File: src/rtl/tmr_pkg.sv
`timescale 1ns/1ps
package tmr_pkg;
  localparam int DATA_W = 16;
  localparam int ADDR_W = 5;

  // mode word bit positions
  localparam int MB_EN     = 0;
  localparam int MB_SRC_LO = 1;
  localparam int MB_WRAP   = 3;
  localparam int MB_IEN    = 4;
  localparam int MB_PS_LO  = 8;

  // register byte offsets
  localparam logic [ADDR_W-1:0] OFS_MODE = 5'h00;
  localparam logic [ADDR_W-1:0] OFS_REF  = 5'h04;
  localparam logic [ADDR_W-1:0] OFS_CAP  = 5'h08;
  localparam logic [ADDR_W-1:0] OFS_CNT  = 5'h0C;
  localparam logic [ADDR_W-1:0] OFS_EVT  = 5'h11;

  typedef enum logic [1:0] {
    SRC_IDLE_A = 2'd0,
    SRC_SYS    = 2'd1,
    SRC_SLOW   = 2'd2,
    SRC_IDLE_B = 2'd3
  } tmr_src_e;
endpackage

File: src/rtl/tmr_prescaler.sv
`timescale 1ns/1ps
module tmr_prescaler #(
  parameter int PS_W     = 8,
  parameter int SLOW_DIV = 16,
  localparam int SLOW_SH = $clog2(SLOW_DIV),
  localparam int PC_W    = PS_W + SLOW_SH
) (
  input  logic            clk,
  input  logic            rst_n,
  input  logic            run,
  input  logic            restart,
  input  logic            slow,
  input  logic [PS_W-1:0] ps_val,
  output logic            tick,
  output logic [PC_W-1:0] pcnt
);
  logic [PC_W-1:0] limit;

  // terminal value is ratio-1: P, or P*SLOW_DIV + SLOW_DIV-1
  assign limit = slow ? {ps_val, {SLOW_SH{1'b1}}} : PC_W'(ps_val);
  assign tick  = run && (pcnt == limit);

  always_ff @(posedge clk) begin
    if (!rst_n) begin
      pcnt <= '0;
    end else if (!run || restart || tick) begin
      pcnt <= '0;
    end else begin
      pcnt <= pcnt + 1'b1;
    end
  end
endmodule

File: src/rtl/tmr_counter.sv
`timescale 1ns/1ps
module tmr_counter #(
  parameter int CNT_W = 16
) (
  input  logic             clk,
  input  logic             rst_n,
  input  logic             en,
  input  logic             restart,
  input  logic             load,
  input  logic [CNT_W-1:0] load_val,
  input  logic             tick,
  input  logic [CNT_W-1:0] ref_val,
  input  logic             wrap,
  output logic [CNT_W-1:0] cnt,
  output logic             hit
);
  logic at_ref;

  assign at_ref = (cnt == ref_val);
  assign hit    = en && tick && at_ref && !restart && !load;

  always_ff @(posedge clk) begin
    if (!rst_n) begin
      cnt <= '0;
    end else if (!en || restart) begin
      cnt <= '0;
    end else if (load) begin
      cnt <= load_val;
    end else if (tick) begin
      if (at_ref && wrap) cnt <= '0;
      else                cnt <= cnt + 1'b1;
    end
  end
endmodule

File: src/rtl/tmr_regs.sv
`timescale 1ns/1ps
module tmr_regs
  import tmr_pkg::*;
#(
  parameter int CNT_W = 16
) (
  input  logic              clk,
  input  logic              rst_n,
  input  logic              wr_en,
  input  logic [ADDR_W-1:0] addr,
  input  logic [DATA_W-1:0] wdata,
  input  logic              hit,
  input  logic [CNT_W-1:0]  cnt,
  output logic [DATA_W-1:0] mode_q,
  output logic [CNT_W-1:0]  ref_q,
  output logic [1:0]        evt_q,
  output logic              restart,
  output logic              load,
  output logic [DATA_W-1:0] rdata,
  output logic              irq
);
  logic [DATA_W-1:0] cap_q;
  logic [1:0]        evt_clr;

  assign restart = wr_en && (addr == OFS_MODE || addr == OFS_REF);
  assign load    = wr_en && (addr == OFS_CNT);
  assign evt_clr = (wr_en && addr == OFS_EVT) ? wdata[1:0] : 2'b00;

  always_ff @(posedge clk) begin
    if (!rst_n) begin
      mode_q <= '0;
      ref_q  <= '0;
      cap_q  <= '0;
      evt_q  <= '0;
    end else begin
      if (wr_en) begin
        case (addr)
          OFS_MODE: begin
            mode_q <= wdata;
            if (mode_q[MB_EN] && !wdata[MB_EN]) ref_q <= '0;
          end
          OFS_REF: ref_q <= wdata[CNT_W-1:0];
          OFS_CAP: cap_q <= wdata;
          default: ;
        endcase
      end
      evt_q <= (evt_q & ~evt_clr) | {hit, 1'b0};
    end
  end

  always_comb begin
    case (addr)
      OFS_MODE: rdata = mode_q;
      OFS_REF:  rdata = DATA_W'(ref_q);
      OFS_CAP:  rdata = cap_q;
      OFS_CNT:  rdata = DATA_W'(cnt);
      OFS_EVT:  rdata = DATA_W'(evt_q);
      default:  rdata = '0;
    endcase
  end

  assign irq = mode_q[MB_IEN] & evt_q[1];
endmodule

File: src/rtl/tmr_ref_timer.sv
`timescale 1ns/1ps
module tmr_ref_timer
  import tmr_pkg::*;
#(
  parameter int CNT_W    = 16,
  parameter int PS_W     = 8,
  parameter int SLOW_DIV = 16,
  localparam int PC_W    = PS_W + $clog2(SLOW_DIV)
) (
  input  logic              clk,
  input  logic              rst_n,
  input  logic              wr_en,
  input  logic [ADDR_W-1:0] addr,
  input  logic [DATA_W-1:0] wdata,
  output logic [DATA_W-1:0] rdata,
  output logic              irq
);
  logic [DATA_W-1:0] mode_q;
  logic [CNT_W-1:0]  ref_q;
  logic [CNT_W-1:0]  cnt_q;
  logic [1:0]        evt_q;
  logic [PC_W-1:0]   pcnt_q;
  logic              restart, load, tick, hit;
  logic              en, run, slow;
  tmr_src_e          src;

  assign en   = mode_q[MB_EN];
  assign src  = tmr_src_e'(mode_q[MB_SRC_LO +: 2]);
  assign slow = (src == SRC_SLOW);
  assign run  = en && (src == SRC_SYS || src == SRC_SLOW);

  tmr_regs #(.CNT_W(CNT_W)) u_regs (
    .clk(clk), .rst_n(rst_n), .wr_en(wr_en), .addr(addr), .wdata(wdata),
    .hit(hit), .cnt(cnt_q), .mode_q(mode_q), .ref_q(ref_q), .evt_q(evt_q),
    .restart(restart), .load(load), .rdata(rdata), .irq(irq)
  );

  tmr_prescaler #(.PS_W(PS_W), .SLOW_DIV(SLOW_DIV)) u_pre (
    .clk(clk), .rst_n(rst_n), .run(run), .restart(restart), .slow(slow),
    .ps_val(mode_q[MB_PS_LO +: PS_W]), .tick(tick), .pcnt(pcnt_q)
  );

  tmr_counter #(.CNT_W(CNT_W)) u_cnt (
    .clk(clk), .rst_n(rst_n), .en(en), .restart(restart), .load(load),
    .load_val(wdata[CNT_W-1:0]), .tick(tick), .ref_val(ref_q),
    .wrap(mode_q[MB_WRAP]), .cnt(cnt_q), .hit(hit)
  );
endmodule

File: config.mk
export PLATFORM = sky130hd
export DESIGN_NAME = tmr_ref_timer
export DESIGN_NICKNAME = d
export VERILOG_FILES = /design/src/rtl/tmr_pkg.sv /design/src/rtl/tmr_prescaler.sv /design/src/rtl/tmr_counter.sv /design/src/rtl/tmr_regs.sv /design/src/rtl/tmr_ref_timer.sv
export SDC_FILE = /design/constraint.sdc
export NUM_CORES = 1
export LEC_CHECK = 0
export BUFFER_PORTS_ARGS = -buffer_cell sky130_fd_sc_hd__buf_4
export CAP_MARGIN = 40
export CORE_AREA = 2 2 94 96
export CTS_CLUSTER_SIZE = 14
export DETAILED_ROUTE_END_ITERATION = 8
export DIE_AREA = 0 0 96 98
export MAX_ROUTING_LAYER = met4
export PLACE_DENSITY = 0.77
export SLEW_MARGIN = 20
export SYNTH_ARGS = -nofsm -noshare
export SYNTH_HDL_FRONTEND = slang
export SYNTH_HIERARCHICAL = 1
export SYNTH_SLANG_ARGS = --single-unit
File: constraint.sdc
create_clock -name clk -period 4.19 [get_ports clk]
set_input_delay 0.6285 -clock clk [delete_from_list [all_inputs] [get_ports clk]]
set_output_delay 0.6285 -clock clk [all_outputs]
set_load 0.05 [all_outputs]
==> results of run 1 <==
-- critical path, cell delays in order (launching register included) --
cell and delay (ns):
dfxtp_1 0.33, inv_1 0.07, ha_1 0.53, o21ai_0 0.18, a21oi_1 0.14, nor2_1 0.06, or4_4 0.55, nor4b_4 0.31
buf_4 0.37, mux2i_1 0.23, nor2_1 0.05, a21oi_1 0.12, o21ai_0 0.08
-- report_power, final --
| part | switching (mW) | total, mW | internal (mW) |
|---|---|---|---|
| Sequential | 0.00371 | 0.748 | 0.744 |
| Clock | 0.299 | 0.634 | 0.336 |
| Combinational | 0.0453 | 0.0713 | 0.0260 |
| Total | 0.348 | 1.45 | 1.11 |
-- cells by family after synthesis --
| family | after synthesis | synth area share |
|---|---|---|
| AND/OR/NAND/NOR | 191 | 0.249 |
| XOR/XNOR | 44 | 0.0929 |
| multiplexers | 8 | 0.0202 |
| AO/OA/AOI/OAI | 130 | 0.201 |
| flip-flops | 78 | 0.376 |
| buffers and inverters | 43 | 0.0513 |
| adder cells (fa/ha/maj) | 3 | 0.00905 |
-- state kept, by name, summed over array words and instances (netlist names) --
register       cells
u_cnt/cnt         16
u_pre/pcnt        12
u_regs/cap_q      16
u_regs/evt_q       2
u_regs/mode_q     16
u_regs/ref_q      16
-- stage by stage --
stage	hold slack [ns]	power (mW)	util
2_1_floorplan	0.412	0.800	-
3_3_place_gp	0.425	0.833	0.523
3_5_place_dp	0.438	0.835	0.523
4_1_cts	0.450	1.46	0.549
5_1_grt	0.468	1.50	0.550
6_report	0.459	1.45	0.550
-- routing by layer --
metal,up-vias,wire length (um),GRT usage
li1,1845,-,-
met1,1813,4890,0.325
met2,168,5080,0.380
met3,8,887,0.0648
met4,0,75,0.0560
met5,-,0,-
-- cell type report --
| class | instances | area (um^2) |
|---|---|---|
| fill | 743 | 3810 |
| clock buffer | 9 | 124 |
| inverter | 5 | 18.8 |
| clock inverter | 7 | 98.8 |
| timing repair buffer | 46 | 345 |
| sequential | 78 | 1560 |
| tap | 108 | 135 |
| multi-input combinational | 376 | 2370 |
-- path summary, 6_finish.rpt --
check / end / depth (start not counted) / start
worst min-delay path: u_regs/evt_q[0] / 2 / u_regs/evt_q[0]
worst max-delay path: u_cnt/cnt[0] / 12 / u_regs/mode_q[1]
worst max register to register: u_cnt/cnt[0] / 12 / u_regs/mode_q[1]
worst min register to register: u_regs/evt_q[0] / 2 / u_regs/evt_q[0]
-- placed cells by master (no fill, tap or decap), types with 2 or more instances in the layout --
cell type,n
xor2_1,21
o21ai_0,38
ha_1,3
o21a_1,2
buf_4,46
dfxtp_1,78
a31oi_1,2
o211ai_1,2
and4_1,5
nand3b_1,3
bufinv_16,2
nor2_1,27
clkinvlp_4,4
clkbuf_8,9
a22o_1,15
and3b_1,2
a22oi_1,33
nor4_1,7
nand4_1,6
and2_1,2
mux2_2,3
nand3_1,42
o22ai_1,15
nor2b_1,3
nor3b_1,17
a21oi_1,19
nand2_1,59
mux2i_1,5
nor3_1,3
inv_1,5
xnor2_1,23
==> results_dict.tcl, run 1 <==
set metrics [dict create \
    core_mm2 0.00847 \
    cts_hold_buf 0 \
    cts_sinks 78 \
    synth_area_mm2 0.00415 \
    insertion_delay_ns 0.36 \
    hold_violations 0 \
    outcome "complete, no violations" \
    syn2layout_area_growth_pct 12.3 \
    critPathRequiredTime_ns 4.41 \
    slew_headroom 0.466 \
    first_iter_violations 299 \
    clk_path_buf_depth 2 \
    report.final.setup_viol 0 \
    synth.avg_cell_area_um2 8.35 \
    rrSetupSlack_ns 1.05 \
    ys_seq_area_frac 0.376 \
    stdcell_count 629 \
    p_leak_nw 1.77 \
    dp_slack_ns 1.12 \
    drv_cap 0 \
    async_flop_share 0 \
    synth_cell_types 51 \
    post_cts_buffers 0 \
    diodes 0 \
    cts.clk_slew.worst_paths_ns 0.08 \
    die-area_mm2 0.00941 \
    gp_congestion 0.861 \
    period_needed_ns 3.14 \
    synthTopCellsByArea "dfxtp_1, a22oi_1, nand2_1" \
    vias 3834 \
    rows 34 \
    start_kind "flop" \
    drive_gt1_frac 0.142 \
    grt_overflow 0 \
    ys_ff_latch 78 \
    hp-class "reg2reg" \
    rsz0062_at_grt "no" \
    grt_pass1_vias 3555 \
    skew_ns 0.00919 \
    drcViolationCount 0 \
    synth_top_area_cell "dfxtp_1" \
    syn_inst 497 \
    place_area_mm2 0.00443 \
    cts-root-buf "clkbuf_8" \
    final_nets 543 \
    maxClockFrequency_mhz 318 \
    yosys-top-cells-count "dfxtp_1, nand2_1, nand3_1" \
    die_y_um 98 \
    worstSetupPathType "reg2reg" \
    powerDensity_mw_per_mm2 312 \
    syn-num-nets 524 \
    grtUsageTotal 0.247 \
    ir_worst_vdd_mv 0.203 \
    fin_ws_ns 1.05 \
    setup_tns_ns 0 \
    fp.dieW_um 96 \
    synth-edff-count 0 \
    initial_core_util 0.490 \
    cp.arrival_ns 3.36 \
    detail_route.vias_per_cell 6.10 \
    tritoncts "yes" \
    yosysMostFrequentCell "dfxtp_1" \
    cts_inserted_buffers 9 \
    drt_wl_total_um 10900 \
    end_kind "flop" \
    dp_hpwl_um 7450 \
    antenna_found_initial 0 \
    synth_top_flop_cell "dfxtp_1" \
    yosys_warnings 6 \
    synth_top_area_frac 0.376 \
    ios 41 \
    final_area_mm2 0.00466 \
    io_buffer_count 40 \
    drt_first_pass_iters 5 \
    final_max_slew_viol_count 0 \
    worst_slew_pin_slew_ns 0.802 \
    period_share 0.750 \
    cts_resized 0 \
    dp.cells 612 \
    h-tree-depth 3 \
    grt_first_pass_wirelength_um 17900 \
    detail-route-antenna-nets 0 \
    grt_start_max_net_pins 57 \
    wl_per_cell_um 17.4 \
    worstPathMaxFanout 28 \
]
Note: power is estimated with default switching activity, not from simulation.
==> inputs of run 2 (changes only) <==
clock period = 2.9 ns   (was 4.19 ns; I/O delays follow)
==> run 2 against run 1 <==
Effect of this change: clock skew rose by 0.0050 ns; count of clock-buffer cells in the layout rose by 1; wire length rose by 3.7%; sequential share of layout area fell by 0.73 points; maximum frequency rose by 13%; register-to-register slack got worse by 0.92 ns.
==> results_dict.tcl, run 2 (synthesized netlist as in run 1, its figures left out) <==
set metrics [dict create \
    ir_worst_vdd_mv 0.259 \
    core_mm2 0.00847 \
    clk_path_buf_depth 2 \
    hold_path_startpoint "wdata[0]" \
    critPathSlowestCell "or4_4" \
    critPathRequiredTime_ns 3.14 \
    dp_hpwl_um 7640 \
    fp.dieW_um 96 \
    powerDensity_mw_per_mm2 424 \
    die_y_um 98 \
    sw_frac_of_total 0.248 \
    outcome "complete, no violations" \
    cp_cell_sequence "inv_1, ha_2, buf_4, nor2_1, o221ai_1, or4_4, nor4b_4, buf_4, buf_6, mux2i_1, nor2_1, a21oi_1, o21ai_0" \
    worstPathMaxFanout 11 \
    report.final.setup_viol 0 \
    cts_inserted_buffers 9 \
    tritoncts "yes" \
    p_clk_frac 0.412 \
    diodes 0 \
    grt_start_max_net_pins 48 \
    p_int_mw 1.52 \
    critPathMaxStageDelay_ns 0.54 \
    seq_power_share 0.535 \
    cp.arrival_ns 3.02 \
    detail-route-antenna-nets 0 \
    cts.clk_slew.worst_paths_ns 0.08 \
    p_sw_uw 502 \
    first_iter_violations 254 \
    rsz0062_at_grt "yes" \
    gp_congestion 0.913 \
    p_total_mw 2.02 \
    drt_wl_total_um 11300 \
    cts_sinks 78 \
    die-area_mm2 0.00941 \
    syn2layout_area_growth_pct 14.9 \
    drcViolationCount 0 \
    cts-root-buf "clkbuf_8" \
    maxClockFrequency_mhz 361 \
    rows 34 \
    drv_cap 0 \
    antenna_found_initial 0 \
    hold_violations 0 \
    period_share 0.955 \
    drive_gt1_frac 0.170 \
    ios 41 \
    combPwrFrac 0.053 \
    hp-class "in2reg" \
    detail_route.vias_per_cell 6.08 \
    insertion_delay_ns 0.36 \
    grt_pass1_vias 3578 \
    end_kind "flop" \
    drt_first_pass_iters 6 \
    fillerInstances 731 \
    grt_overflow 0 \
    slew_headroom 0.530 \
    seqCellArea_mm2 0.00156 \
    worstSetupPathType "reg2reg" \
    skew_ns 0.0142 \
    period_needed_ns 2.77 \
    wl_per_cell_um 17.6 \
    p_leak_nw 1.85 \
    h-tree-depth 3 \
    grtUsageTotal 0.249 \
    initial_core_util 0.490 \
    final_nets 557 \
    multi_input_area_mm2 0.00239 \
    fin_ws_ns 0.129 \
    stdcell_count 643 \
    final_max_slew_viol_count 0 \
    rr_startpoint "u_regs/mode_q[1]" \
    final_cell_mix "dfxtp_1, nand2_1, buf_4" \
    dp_slack_ns 0.109 \
    worst_slew_pin_slew_ns 0.705 \
    vias 3910 \
    dp.cells 620 \
    crit_start "u_regs/mode_q[1]" \
    final_common_cell "dfxtp_1" \
    start_kind "flop" \
    grt_first_pass_wirelength_um 17900 \
    io_buffer_count 40 \
]
[run 2: cell type report]
cell class                      count  share of cell area
Multi-Input combinational cell    376               0.502
Clock inverter                      6              0.0144
Clock buffer                       10              0.0268
Tap cell                          108              0.0284
Timing Repair Buffer               60              0.0964
Sequential cell                    78               0.328
Inverter                            5             0.00394
[run 2: metal layers]
layer | global-route usage | part of all wire | wire, um | vias to the layer above
met2 | 0.366 | 0.46 | 5220 | 146
met4 | 0.0912 | 0.019 | 221 | 0
met5 | - | 0 | 0 | -
met1 | 0.343 | 0.46 | 5190 | 1876
li1 | - | - | - | 1869
met3 | 0.0394 | 0.062 | 705 | 19
[run 2: final timing paths]
path,endpoint,cells past startpoint,slack (ns)
setup / recovery,u_cnt/cnt[0],13,0.13
hold / removal,u_regs/evt_q[0],2,0.30
setup reg to reg,u_cnt/cnt[0],13,0.13
hold reg to reg,u_regs/evt_q[0],2,0.43
[run 2: critical path, delay by kind of cell (launching register included)]
kind	cells	cell delay [ns]
buffers and inverters	4	0.54
adders and majority gates	1	0.21
DFF	1	0.34
and+or+nand+nor	4	1.07
muxes	1	0.19
AOI/OAI and AO/OA	3	0.33
[run 2: power by group through the flow]
stage               Clock (mW)  Sequential, mW  Combinational [mW]
floorplan                    0            1.10              0.0523
global placement             0            1.11               0.102
detailed placement           0            1.11               0.104
CTS                      0.841            1.08               0.104
global route             0.894            1.08               0.116
finish                   0.833            1.08               0.107
[run 2: stage by stage]
step	hold WS (ns)	instance area (um^2)	setup TNS [ns]	utilization
CTS	0.287	4680	0	0.553
finish	0.295	4760	0	0.563
global route	0.293	4760	-0.0486	0.563
global placement	0.418	4490	0	0.530
floorplan	0.412	4150	0	-
detailed placement	0.422	4490	0	0.530
[run 2: timing repair]
item | 4_1_cts | 5_1_grt
gates resized for setup | 0 | 8
endpoints found under the setup margin | 0 | 17
setup buffers | 0 | 6
hold buffers | 0 | 0
==> inputs of run 3 (changes only) <==
BUFFER_PORTS_ARGS = not set   (was -buffer_cell sky130_fd_sc_hd__buf_4)
CORE_AREA = 2 2 87 89   (was 2 2 94 96)
DIE_AREA = 0 0 89 91   (was 0 0 96 98)
DONT_BUFFER_PORTS = 1   (was not set)
PLACE_DENSITY = 0.82   (was 0.77)
==> run 3 against run 2 <==
Effect of this change: count of clock-buffer cells in the layout unchanged; core utilization increased by 6.8 points; critical endpoint is now u_cnt/cnt[11]; power increased by 0.48%; critical path type unchanged; via count decreased by 4.3%; cell count decreased by 7.0%; first-iteration DRC count increased by 16%; largest cell class unchanged.
==> results_dict.tcl, run 3 (synthesized netlist as in run 1, its figures left out) <==
set metrics [dict create \
    outcome "complete, no violations" \
    final_nets 521 \
    die-area_mm2 0.00810 \
    min_to "u_regs/evt_q[0]" \
    core_mm2 0.00714 \
    worstSetupPathType "reg2reg" \
    cts_hold_buf 0 \
    detail-route-antenna-nets 0 \
    io_buffer_count 0 \
    r2r_cells 11 \
    diodes 0 \
    grt_overflow 0 \
    powerDensity_mw_per_mm2 451 \
    first_iter_violations 294 \
    dp_hpwl_um 7500 \
    hp-class "in2reg" \
    drcViolationCount 0 \
    holdPathStages 1 \
    gp_congestion 0.905 \
    grtUsageTotal 0.283 \
    cp.arrival_ns 3.00 \
    post_cts_buffers 0 \
    ir_worst_vdd_mv 0.263 \
    wl_per_cell_um 18.0 \
    slew_headroom 0.510 \
    final_common_cell "dfxtp_1" \
    cts.clk_slew.worst_paths_ns 0.07 \
    grt_start_max_net_pins 57 \
    initial_core_util 0.581 \
    fin_hold_ws_ns 0.169 \
    cts_sinks 78 \
    start_kind "flop" \
    final_cell_mix "dfxtp_1, nand2_1, nand3_1" \
    drive_gt1_frac 0.108 \
    hold_path_startpoint "wdata[0]" \
    final_max_slew_viol_count 0 \
    drv_cap 0 \
    p_total_mw 2.03 \
    rsz0062_at_grt "yes" \
    report.final.setup_viol 0 \
    rrSetupSlack_ns 0.17 \
    vias 3741 \
    tritoncts "yes" \
    p_leak_nw 1.68 \
    drt_first_pass_iters 5 \
    insertion_delay_ns 0.36 \
    hold_violations 0 \
    r2r-end "u_cnt/cnt[11]" \
    period_needed_ns 2.73 \
    detail_route.vias_per_cell 6.26 \
    period_share 0.941 \
    fillerInstances 657 \
    die_y_um 91 \
    end_kind "flop" \
    grt_first_pass_wirelength_um 17400 \
    cts_inserted_buffers 9 \
    rr_startpoint "u_regs/mode_q[1]" \
    worst_slew_pin_slew_ns 0.728 \
    worstPathMaxFanout 14 \
    critPathRequiredTime_ns 3.18 \
    drt_wl_total_um 10800 \
    clk_path_buf_depth 2 \
    maxClockFrequency_mhz 367 \
    fp.dieW_um 89 \
    grt_pass1_vias 3467 \
    ios 41 \
    h-tree-depth 3 \
    skew_ns 0.00612 \
    rows 31 \
    syn2layout_area_growth_pct 8.60 \
    cts_resized 0 \
    cts-root-buf "clkbuf_8" \
    antenna_found_initial 0 \
]
## run 3: cell count changes in the layout (fill, tap and decap cells not counted), sizes merged
cell	before	now
clkinvlp	1	2
buf	60	24
inv	7	5
bufinv	1	2
## run 3: report_power, final
group | switching (mW) | internal, mW | total (mW)
sequential | 0.00516 | 1.08 | 1.08
clock | 0.392 | 0.504 | 0.896
combinational | 0.0349 | 0.0185 | 0.0534
## run 3: per-layer routing
metal / GRT usage / vias to the layer above / routed length (um)
met5: - / - / 0
met4: 0.107 / 0 / 215
met3: 0.0682 / 21 / 937
met2: 0.422 / 184 / 5050
met1: 0.371 / 1741 / 4560
li1: - / 1795 / -
## run 3: critical path, cell delays in order, from the launching register on
cell and delay [ns]:
dfxtp_1 0.36, inv_1 0.06, ha_1 0.28, buf_4 0.21
nor3_1 0.17, a21oi_1 0.07, or4_4 0.44, nor4b_4 0.31
nand2b_1 0.15, nor2_2 0.22, o21ai_4 0.16, o22ai_1 0.21
## run 3: layout make-up
class / instances / area (um^2) / share of cell area
inverters: 5 / 18.8 / 0.00417
multi-input cells: 376 / 2390 / 0.531
flip-flops and latches: 78 / 1560 / 0.347
clock inverters: 6 / 85.1 / 0.0189
clock buffers: 10 / 138 / 0.0306
well taps: 99 / 124 / 0.0275
repair buffers: 24 / 188 / 0.0417
## run 3: how the worst max path moves through the flow
stage	from	to	slack [ns]	cells past startpoint
2_1_floorplan	u_regs/mode_q[1]	u_cnt/cnt[15]	0.05	14
3_3_place_gp	u_regs/mode_q[1]	u_cnt/cnt[0]	0.27	11
3_5_place_dp	u_regs/mode_q[1]	u_cnt/cnt[0]	0.14	12
4_1_cts	u_regs/mode_q[1]	u_cnt/cnt[0]	0.11	12
5_1_grt	u_regs/mode_q[1]	u_cnt/cnt[0]	-0.07	12
6_report	u_regs/mode_q[1]	u_cnt/cnt[11]	0.17	11
## run 3: per-stage QoR
step / utilization / cells / setup WS [ns] / TNS [ns] / instance area [um^2]
6_report: 0.631 / 598 / 0.172 / 0 / 4500
5_1_grt: 0.631 / 598 / -0.0655 / -0.119 / 4500
4_1_cts: 0.628 / 598 / 0.113 / 0 / 4480
3_5_place_dp: 0.597 / 582 / 0.138 / 0 / 4260
3_3_place_gp: 0.597 / 582 / 0.267 / 0 / 4260
2_1_floorplan: - / 497 / 0.0482 / 0 / 4150
